## src/rtl/pe_pkg.sv

```systemverilog
package pe_pkg;
  localparam int ADDR_W = 5;
  localparam int IRQ_W  = 12;
  localparam int PTR_W  = 4;
  localparam int LVL_W  = 8;

  typedef logic [ADDR_W-1:0] waddr_t;

  localparam waddr_t A_REV     = 5'd0;
  localparam waddr_t A_SYSCFG  = 5'd1;
  localparam waddr_t A_SYSSTAT = 5'd2;
  localparam waddr_t A_IRQST   = 5'd3;
  localparam waddr_t A_IRQEN   = 5'd4;
  localparam waddr_t A_PFCFG1  = 5'd5;
  localparam waddr_t A_PFCFG2  = 5'd6;
  localparam waddr_t A_PFCTL   = 5'd7;
  localparam waddr_t A_PFSTAT  = 5'd8;
  localparam waddr_t A_ECCCFG  = 5'd9;
  localparam waddr_t A_ECCCTL  = 5'd10;
  localparam waddr_t A_ECCSIZE = 5'd11;
  localparam waddr_t A_ECCRES  = 5'd12;

  localparam logic [IRQ_W-1:0] IRQ_MASK  = 12'hF03;
  localparam logic [31:0] SYSCFG_MASK    = 32'h0000_0019;
  localparam logic [31:0] PFCFG1_MASK    = 32'h7F8F_7FBF;
  localparam logic [31:0] PFCFG1_RST     = 32'h0000_4000;
  localparam logic [31:0] ECCSIZE_MASK   = 32'h3FCF_F1FF;
  localparam logic [31:0] ECCSIZE_RST    = 32'h3FCF_F000;
  localparam logic [7:0]  ECCCFG_MASK    = 8'h8F;
  localparam logic [LVL_W-1:0] PF_FULL   = 8'd64;
endpackage

```

## src/rtl/pe_irq.sv

```systemverilog
module pe_irq
  import pe_pkg::*;
#(
  parameter int W = IRQ_W,
  parameter logic [W-1:0] MASK = IRQ_MASK
) (
  input  logic         clk_i,
  input  logic         rst_ni,
  input  logic         soft_rst_i,
  input  logic         st_we_i,
  input  logic         en_we_i,
  input  logic [W-1:0] wdata_i,
  input  logic [W-1:0] evt_i,
  output logic [W-1:0] st_o,
  output logic [W-1:0] en_o,
  output logic         irq_o
);
  logic [W-1:0] st_q, en_q, clr;

  assign clr = st_we_i ? wdata_i : '0;

  always_ff @(posedge clk_i or negedge rst_ni) begin
    if (!rst_ni) begin
      st_q <= '0;
      en_q <= '0;
    end else if (soft_rst_i) begin
      st_q <= '0;
      en_q <= '0;
    end else begin
      if (en_we_i) en_q <= wdata_i & MASK;
      st_q <= (st_q & ~clr) | (evt_i & MASK);  // set wins over clear
    end
  end

  assign st_o  = st_q;
  assign en_o  = en_q;
  assign irq_o = |(st_q & en_q);


  w1c_clears_chk: assert property (@(posedge clk_i) disable iff (!rst_ni)
    (st_we_i && !soft_rst_i && evt_i == '0) |=> ((st_q & $past(wdata_i)) == '0));


  enabled_event_irq_chk: assert property (@(posedge clk_i) disable iff (!rst_ni)
    (((evt_i & MASK & en_q) != '0) && !soft_rst_i && !en_we_i) |=> irq_o);
endmodule

```

## src/rtl/pe_prefetch.sv

```systemverilog
module pe_prefetch
  import pe_pkg::*;
#(
  parameter int CNT_W = 14
) (
  input  logic             clk_i,
  input  logic             rst_ni,
  input  logic             soft_rst_i,
  input  logic             cfg1_we_i,
  input  logic             cfg2_we_i,
  input  logic             ctl_we_i,
  input  logic [31:0]      wdata_i,
  input  logic [CNT_W-1:0] count_i,
  output logic [31:0]      cfg1_o,
  output logic [CNT_W-1:0] cfg2_o,
  output logic             run_o,
  output logic [31:0]      status_o
);
  localparam int PAD_W = 16 - CNT_W;

  logic [31:0]       cfg1_q;
  logic [CNT_W-1:0]  cfg2_q;
  logic              run_q;
  logic [LVL_W-1:0]  lvl_q;
  logic [6:0]        thr;
  logic              above;

  always_ff @(posedge clk_i or negedge rst_ni) begin
    if (!rst_ni) begin
      cfg1_q <= PFCFG1_RST;
      cfg2_q <= '0;
      run_q  <= 1'b0;
      lvl_q  <= '0;
    end else if (soft_rst_i) begin
      cfg1_q <= PFCFG1_RST;
      cfg2_q <= '0;
      run_q  <= 1'b0;
      lvl_q  <= '0;
    end else begin
      if (cfg1_we_i) cfg1_q <= wdata_i & PFCFG1_MASK;
      if (cfg2_we_i) cfg2_q <= wdata_i[CNT_W-1:0];
      if (ctl_we_i) begin
        run_q <= wdata_i[0];
        if (wdata_i[0]) lvl_q <= cfg1_q[0] ? PF_FULL : '0;
      end
    end
  end

  assign thr      = cfg1_q[14:8];
  assign above    = lvl_q > {1'b0, thr};
  assign status_o = {lvl_q, 7'b0, above, {PAD_W{1'b0}}, count_i};
  assign cfg1_o   = cfg1_q;
  assign cfg2_o   = cfg2_q;
  assign run_o    = run_q;


  start_fill_chk: assert property (@(posedge clk_i) disable iff (!rst_ni)
    (ctl_we_i && wdata_i[0] && !soft_rst_i) |=> (lvl_q == ($past(cfg1_q[0]) ? PF_FULL : '0)));


  stop_keeps_level_chk: assert property (@(posedge clk_i) disable iff (!rst_ni)
    (ctl_we_i && !wdata_i[0] && !soft_rst_i) |=> ($stable(lvl_q) && !run_q));
endmodule

```

## src/rtl/pe_ecc_ctl.sv

```systemverilog
module pe_ecc_ctl
  import pe_pkg::*;
#(
  parameter int NUM_ECC = 9
) (
  input  logic             clk_i,
  input  logic             rst_ni,
  input  logic             soft_rst_i,
  input  logic             cfg_we_i,
  input  logic             ctl_we_i,
  input  logic             size_we_i,
  input  logic [31:0]      wdata_i,
  output logic [7:0]       cfg_o,
  output logic [PTR_W-1:0] ptr_o,
  output logic [31:0]      size_o,
  output logic             clr_o
);
  logic [7:0]       cfg_q;
  logic [PTR_W-1:0] ptr_q, ptr_new;
  logic [31:0]      size_q;
  logic             clr_q, ptr_bad, clr_req;

  assign ptr_new = wdata_i[PTR_W-1:0];
  assign ptr_bad = (ptr_new == '0) || (int'(ptr_new) > NUM_ECC);
  assign clr_req = soft_rst_i || (ctl_we_i && wdata_i[8]);

  always_ff @(posedge clk_i or negedge rst_ni) begin
    if (!rst_ni) begin
      cfg_q  <= '0;
      ptr_q  <= '0;
      size_q <= ECCSIZE_RST;
      clr_q  <= 1'b0;
    end else begin
      clr_q <= clr_req;
      if (soft_rst_i) begin
        cfg_q  <= '0;
        ptr_q  <= '0;
        size_q <= ECCSIZE_RST;
      end else begin
        if (size_we_i) size_q <= wdata_i & ECCSIZE_MASK;
        if (cfg_we_i) cfg_q <= wdata_i[7:0] & ECCCFG_MASK;
        if (ctl_we_i) begin
          ptr_q <= ptr_bad ? '0 : ptr_new;
          if (ptr_bad) cfg_q[0] <= 1'b0;
        end
      end
    end
  end

  assign cfg_o  = cfg_q;
  assign ptr_o  = ptr_q;
  assign size_o = size_q;
  assign clr_o  = clr_q;


  bad_ptr_disables_chk: assert property (@(posedge clk_i) disable iff (!rst_ni)
    (ctl_we_i && ptr_bad) |=> (ptr_q == '0 && !cfg_q[0]));


  clr_follows_req_chk: assert property (@(posedge clk_i) disable iff (!rst_ni)
    clr_req |=> clr_o);


  clr_single_cycle_chk: assert property (@(posedge clk_i) disable iff (!rst_ni)
    (clr_o && !clr_req) |=> !clr_o);
endmodule

```

## src/rtl/pe_regbank.sv

```systemverilog
module pe_regbank
  import pe_pkg::*;
#(
  parameter int NUM_ECC = 9,
  parameter int CNT_W   = 14,
  parameter logic [31:0] REV_ID = 32'h0000_0031
) (
  input  logic                 clk_i,
  input  logic                 rst_ni,
  input  logic                 we_i,
  input  logic [ADDR_W-1:0]    addr_i,
  input  logic [31:0]          wdata_i,
  output logic [31:0]          rdata_o,
  output logic                 err_o,
  input  logic [IRQ_W-1:0]     irq_evt_i,
  output logic                 irq_o,
  input  logic [CNT_W-1:0]     pf_count_i,
  output logic                 pf_run_o,
  input  logic [NUM_ECC*32-1:0] ecc_res_i,
  output logic                 ecc_clr_o,
  output logic [PTR_W-1:0]     ecc_ptr_o,
  output logic                 ecc_en_o
);
  localparam int LAST_ADDR = int'(A_ECCRES) + NUM_ECC - 1;

  logic             soft_rst, wr_unknown, err_q;
  logic [31:0]      sys_q;
  logic [IRQ_W-1:0] irq_st, irq_en;
  logic [31:0]      pf_cfg1, pf_stat, ecc_size;
  logic [CNT_W-1:0] pf_cfg2;
  logic [7:0]       ecc_cfg;
  int               res_idx;

  function automatic logic wr_at(input waddr_t a);
    return we_i && (addr_i == a);
  endfunction

  assign soft_rst   = wr_at(A_SYSCFG) && wdata_i[1];
  assign wr_unknown = we_i && (int'(addr_i) > LAST_ADDR);

  always_ff @(posedge clk_i or negedge rst_ni) begin
    if (!rst_ni) begin
      sys_q <= '0;
      err_q <= 1'b0;
    end else begin
      err_q <= wr_unknown;
      if (wr_at(A_SYSCFG)) sys_q <= wdata_i & SYSCFG_MASK;
    end
  end

  pe_irq #(.W(IRQ_W), .MASK(IRQ_MASK)) u_irq (
    .clk_i, .rst_ni, .soft_rst_i(soft_rst),
    .st_we_i(wr_at(A_IRQST)), .en_we_i(wr_at(A_IRQEN)),
    .wdata_i(wdata_i[IRQ_W-1:0]), .evt_i(irq_evt_i),
    .st_o(irq_st), .en_o(irq_en), .irq_o
  );

  pe_prefetch #(.CNT_W(CNT_W)) u_pf (
    .clk_i, .rst_ni, .soft_rst_i(soft_rst),
    .cfg1_we_i(wr_at(A_PFCFG1)), .cfg2_we_i(wr_at(A_PFCFG2)), .ctl_we_i(wr_at(A_PFCTL)),
    .wdata_i, .count_i(pf_count_i),
    .cfg1_o(pf_cfg1), .cfg2_o(pf_cfg2), .run_o(pf_run_o), .status_o(pf_stat)
  );

  pe_ecc_ctl #(.NUM_ECC(NUM_ECC)) u_ecc (
    .clk_i, .rst_ni, .soft_rst_i(soft_rst),
    .cfg_we_i(wr_at(A_ECCCFG)), .ctl_we_i(wr_at(A_ECCCTL)), .size_we_i(wr_at(A_ECCSIZE)),
    .wdata_i, .cfg_o(ecc_cfg), .ptr_o(ecc_ptr_o), .size_o(ecc_size), .clr_o(ecc_clr_o)
  );

  assign ecc_en_o = ecc_cfg[0];
  assign err_o    = err_q;
  assign res_idx  = int'(addr_i) - int'(A_ECCRES);

  always_comb begin
    rdata_o = '0;
    unique case (addr_i)
      A_REV:     rdata_o = REV_ID;
      A_SYSCFG:  rdata_o = sys_q;
      A_SYSSTAT: rdata_o = 32'd1;
      A_IRQST:   rdata_o = 32'(irq_st);
      A_IRQEN:   rdata_o = 32'(irq_en);
      A_PFCFG1:  rdata_o = pf_cfg1;
      A_PFCFG2:  rdata_o = 32'(pf_cfg2);
      A_PFCTL:   rdata_o = {31'b0, pf_run_o};
      A_PFSTAT:  rdata_o = pf_stat;
      A_ECCCFG:  rdata_o = 32'(ecc_cfg);
      A_ECCCTL:  rdata_o = 32'(ecc_ptr_o);
      A_ECCSIZE: rdata_o = ecc_size;
      default:
        if (res_idx >= 0 && res_idx < NUM_ECC) rdata_o = ecc_res_i[res_idx*32 +: 32];
    endcase
  end


  unknown_write_err_chk: assert property (@(posedge clk_i) disable iff (!rst_ni)
    wr_unknown |=> err_o);


  ro_write_no_err_chk: assert property (@(posedge clk_i) disable iff (!rst_ni)
    (we_i && (addr_i == A_REV || addr_i == A_PFSTAT || addr_i == A_ECCRES)) |=> !err_o);


  soft_reset_cfg_chk: assert property (@(posedge clk_i) disable iff (!rst_ni)
    soft_rst |=> (pf_cfg1 == PFCFG1_RST && ecc_size == ECCSIZE_RST && irq_en == '0 && !pf_run_o));
endmodule

```

## config.mk

```make
export PLATFORM = sky130hd
export DESIGN_NAME = pe_regbank
export DESIGN_NICKNAME = d
export VERILOG_FILES = /design/src/rtl/pe_pkg.sv /design/src/rtl/pe_irq.sv /design/src/rtl/pe_prefetch.sv /design/src/rtl/pe_ecc_ctl.sv /design/src/rtl/pe_regbank.sv
export SDC_FILE = /design/constraint.sdc
export NUM_CORES = 1
export LEC_CHECK = 0
export BUFFER_PORTS_ARGS = -buffer_cell sky130_fd_sc_hd__buf_2
export CORE_AREA = 2 2 153 155
export DETAILED_ROUTE_END_ITERATION = 16
export DIE_AREA = 0 0 155 157
export PLACE_DENSITY = 0.69
export SLEW_MARGIN = 5
export SYNTH_ARGS = -nofsm -noshare
export SYNTH_HDL_FRONTEND = slang
export SYNTH_SLANG_ARGS = --single-unit
export TNS_END_PERCENT = 100
```

## constraint.sdc

```tcl
create_clock -name clk_i -period 5.3 [get_ports clk_i]
set_clock_uncertainty 0.1 [all_clocks]
set_input_delay 0.795 -clock clk_i [delete_from_list [all_inputs] [get_ports clk_i]]
set_output_delay 0.795 -clock clk_i [all_outputs]
set_load 0.01 [all_outputs]
```

Yosys cells after proc, flatten, opt, wreduce, memory -nomap -nowiden
Index checks and enable logic that the tools add are counted.
- register bits after elaboration: 128
- input bits: 354
- output and inout port bits: 41
- logic and storage cells: 87
- add/subtract/negate cells: 1
- magnitude comparators: 5
- equality and inequality tests: 11
- shifts and indexed selects: 1
- muxes and demuxes: 25
- bitwise gates (word level): 4
- reductions and logical operators: 27
- operator list (operator ; count):
    $pmux W32 S12 ; 1
    $shiftx A288 B11 Y32 ; 1
    $mux W32 ; 5
    $mux W12 ; 4
    $mux W8 ; 5
    $mux W14 ; 2
    $and A12 B12 Y12 ; 2
    $eq A5 B3 Y1 const B ; 4
    $eq A5 B4 Y1 const B ; 4
    $reduce_bool A2 Y1 ; 8
    $logic_and A1 B1 Y1 ; 13
    $mux W4 ; 3
    $not A12 Y12 ; 1
    $or A12 B12 Y12 ; 1
    $reduce_or A12 Y1 ; 1
    $eq A5 B2 Y1 const B ; 2
    $gt A8 B7 Y1 ; 1
    $mux W7 ; 1
    $ge A6 B1 Y1 const B ; 1
    $lt A6 B5 Y1 const B ; 1
    $sub A5 B4 Y6 const B ; 1
    $eq A5 B1 Y1 const B ; 1
    $gt A5 B5 Y1 const B ; 1
    $logic_not A5 Y1 ; 1
    5 further kinds ; 9

Longest topological paths before layout
- depth after elaboration: 7
- gate-level depth with buffers: 11
- gate-level depth less buffers: 8

Cells and area by module
From an unflattened synthesis, not the netlist that was laid out.
- cells, all modules: 827
- area, all modules: 8310.5 um^2
- modules (own cells, without submodules) (module ; times used ; cells each ; area each (um^2) ; sequential area each (um^2)):
    pe_regbank ; 1 ; 450 ; 3891.2 ; 100.1
    pe_prefetch ; 1 ; 176 ; 2023.2 ; 1052.3
    pe_ecc_ctl ; 1 ; 133 ; 1569.0 ; 895.9
    pe_irq ; 1 ; 68 ; 827.0 ; 450.4

Worst setup path before layout
OpenSTA, ideal clock, no wires.
- path kind: input to output
- from: input addr_i[2]
- to: output rdata_o[10]
- arrival time: 3.004 ns
- required time: 4.405 ns
- setup slack: 1.401 ns
- stages: 9
- path buffers: 2
- cells stage by stage: buf_1 -> clkbuf_1 -> inv_1 -> ha_1 -> a211oi_1 -> ha_1 -> o221ai_1 -> or4_1 -> o211ai_1
- word-level cells in the longest chain between the ends: 5
- elaborated cells between the ends (all ways): 19
- those cells by class: 1 x add/sub; 2 x order compare; 11 x eq/ne; 1 x shift; 2 x mux; 2 x reduce/logical
- RTL lines (item ; line ; RTL):
    start, declared ; pe_regbank.sv:11 ; input logic [ADDR_W-1:0] addr_i,
    parallel branches: the longest is 4 deep, another holds $sub A5 B4 Y6 ; - ;
    $pmux W32 S12 * ; pe_regbank.sv:77 ; unique case (addr_i)
    end, declared ; pe_regbank.sv:13 ; output logic [31:0] rdata_o,
Mark *: on every way between the ends.

Worst setup path after layout
- from: input addr_i[2]
- to: output rdata_o[11]
Same word-level chain as after synthesis.

==> results.md <==
* Status: finished, final reports clean
* CTS tree: yes
* Met2 usage at 0.411
* Top_reg_cell synth: dfrtp_1
* Avg Cell Area, Syn at 9.15 um^2
* Crit path to: rdata_o[11]
* Reg2reg setup slack at around 4.4 ns
* WL per Instance at 23.2 um
* Sequential area share after synthesis at 0.333
* Hold_buf cts at 0
* WL final at 33,900 um
* Worst Tran Pin Value at about 1.1 ns
* Maximum buffer depth of the clock tree at 2
* Synthesized net count at between 1,000 and 1,500
* Setup TNS at 0 ns
* Crit share post-route at 0.835
* Placed Area at 9540 um^2
* Via count at just over 8,000
* Clock sink count at 99
* Crit path from: addr_i[2]
* Unrepaired setup endpoints after global routing: false
* H-tree depth at 3
* Root Buffer: clkbuf_16
* Commonest non-fill, non-tap cell in the layout: buf_2
* Area of the multi-input gates at ~4600 um^2
* Dpl cells at between 1,000 and 1,500
* FF/Latch Area at around 2500 um^2
* Final instance area at 9840 um^2
* HP Class: register to register
* Layout cells sized above 1 at 0.406
* Die ar. at between 20,000 and 25,000 um^2
* Most frequent cells in the layout: buf_2 (383), nand2_1 (148), mux2i_1 (97), dfrtp_1 (82), a21oi_1 (61)
* Post-Syn Area at ~7500 um^2
* Area Growth Syn to Fin at 31.0%
* Final Max Tran Viols at 0
* Pleak at between 0.004 and 0.005 uW
* Final Hold Fails at 0
* GR peak layer: met2
* Critical path required time at 4.41 ns
* Core Footprint at between 20,000 and 25,000 um^2
* Via density at 5.68
* Worst-skew pair later-pin latency at roughly 0.35 ns
* P per Cell Area at between 200 and 250 nW/um^2
* Vias in the first global route at a little over 8,000
* Final non-filler cell total at 1,460
* Post-route DRC at 0
* Mapped Cells at slightly above 800
* Reg2reg start: u_pf.cfg1_o[14]
* Grt ovf at 0
* Max VDD drop at between 0.15 and 0.2 mV
* Count of flip-flops with a built-in enable after synthesis at 0
* CP Capture Type: primary output
* Initial antenna violation count at 12
* Worst Path Class, Setup: primary input to primary output
* Nets at roughly 1,500
* Max Clock Freq at roughly 230 MHz
* Crit Path Max Fanout at 15
* Gr usage total at 0.267
* Post-DRT Antenna Nets at 0
* CTS resizes at 0
* Reg2reg path depth at 2
* Met1 Usage GRT at 0.361
* FFs w/ async S/R, synth at 1.00
* FF+latch count, synth at 99
* Largest net degree at the start of global routing at between 90 and 100
* Final GP Congestion at between 0.8 and 0.9
* Post-CTS setup buffers at 0
* Max_slew headroom at 0.262
* Tmin final at approximately 4.4 ns
* Synth unique cells at about 60
* First drt pass iteration count at 5
* DP Wirelength at around 26,000 um
* Row cnt at 55
* Port Buffers at between 300 and 400
* R2R Path End: u_pf.cfg1_o[14]
* FILL cells at between 2,000 and 2,500
* Clk slew on worst S/H paths at approximately 0.070 ns
* Setup Viol. Count Final at 0
* M3 GR Usage at 0.0779
* Die Width at roughly 160 um
* Initial core utilization at 0.334
* Max_cap viols at 0
* CTS buffer count at 9
* Hold WS at approximately 0.38 ns
* First-pass GRT wire length at 49,300 um
* Startpoint types: primary input
* Worst Path Arrival at 3.53 ns
* DRT iter0 DRCs at just under 800
* # IOs at 395
* Die Span Y at roughly 160 um
* Synth Warn # at 0
power breakdown:
| part | total, uW | internal (uW) | switching, uW |
|---|---|---|---|
| clock network | 624 | 333 | 291 |
| logic | 639 | 307 | 331 |
| registers | 985 | 909 | 75.9 |
| total | 2250 | 1550 | 699 |
kinds of logic after synthesis:
| kind of cell | count (synthesis) | synth area share |
|---|---|---|
| buffers and inverters | 84 | 0.0625 |
| AOI/OAI and AO/OA | 238 | 0.215 |
| and+or+nand+nor | 265 | 0.161 |
| DFF | 99 | 0.333 |
| adders and majority gates | 5 | 0.00833 |
| muxes | 130 | 0.221 |
through the flow:
stage | util | power (uW) | worst slack [ns]
5_1_grt | 0.437 | 2360 | 0.729
2_1_floorplan | - | 1340 | 1.40
6_report | 0.437 | 2250 | 0.876
3_3_place_gp | 0.424 | 1600 | 0.949
4_1_cts | 0.436 | 2240 | 0.889
3_5_place_dp | 0.424 | 1630 | 0.893
layout make-up:
| type | instances | share of cell area |
|---|---|---|
| Sequential cell | 99 | 0.254 |
| Timing Repair Buffer | 405 | 0.213 |
| Multi-Input combinational cell | 638 | 0.464 |
| Clock buffer | 12 | 0.0251 |
| Antenna cell | 12 | 0.00305 |
| Clock inverter | 4 | 0.00280 |
| Inverter | 5 | 0.00191 |
| Tap cell | 285 | 0.0362 |
sequential cells by signal (all words and copies together) (netlist names):
register,flops
u_pf.lvl_q,1
u_pf.run_o,1
u_ecc.cfg_o,5
u_ecc.clr_o,1
sys_q,3
u_ecc.ptr_o,4
u_irq.en_o,6
u_pf.cfg1_o,26
u_ecc.size_o,25
u_pf.cfg2_o,14
u_irq.st_o,12
err_o,1
worst min-delay path by stage:
stage | startpoint | endpoint | slack, ns | cells after the start
after floorplan | sys_q[3] | sys_q[3] | 0.36 | 1
after global placement | sys_q[4] | sys_q[4] | 0.37 | 1
after detailed placement | u_ecc.size_o[14] | u_ecc.size_o[14] | 0.38 | 2
after CTS | u_ecc.size_o[14] | u_ecc.size_o[14] | 0.39 | 2
after global routing | sys_q[4] | sys_q[4] | 0.41 | 1
final | u_ecc.size_o[14] | u_ecc.size_o[14] | 0.38 | 2
layer usage:
metal | wire length, um | vias up
met5 | 30 | -
met4 | 992 | 4
met3 | 3540 | 59
met2 | 15400 | 479
met1 | 14000 | 4006
li1 | - | 3746
cell usage after synthesis (all sizes together) (9+ instances only):
| cell | n | area [um^2] |
|---|---|---|
| a211oi | 10 | 75.1 |
| a21boi | 26 | 195 |
| a21oi | 61 | 305 |
| a221o | 15 | 150 |
| a22o | 12 | 105 |
| a22oi | 39 | 293 |
| and3 | 9 | 56.3 |
| buf | 51 | 345 |
| clkbuf | 28 | 105 |
| dfrtp | 82 | 2050 |
| dfstp | 17 | 447 |
| mux2i | 97 | 971 |
| mux4 | 28 | 631 |
| nand2 | 149 | 562 |
| nand3 | 35 | 180 |
| nor2 | 35 | 136 |
| o211ai | 10 | 75.1 |
| o21ai | 40 | 200 |
critical path: stages:
cell	delay, ns
buf_2	0.27
ha_1	0.22
and4b_1	0.23
nor2_1	0.06
a211oi_1	0.23
ha_1	0.20
o221ai_1	0.48
or4_1	0.74
o211ai_1	0.12
buf_2	0.17
(Power assumes the default switching activity.)
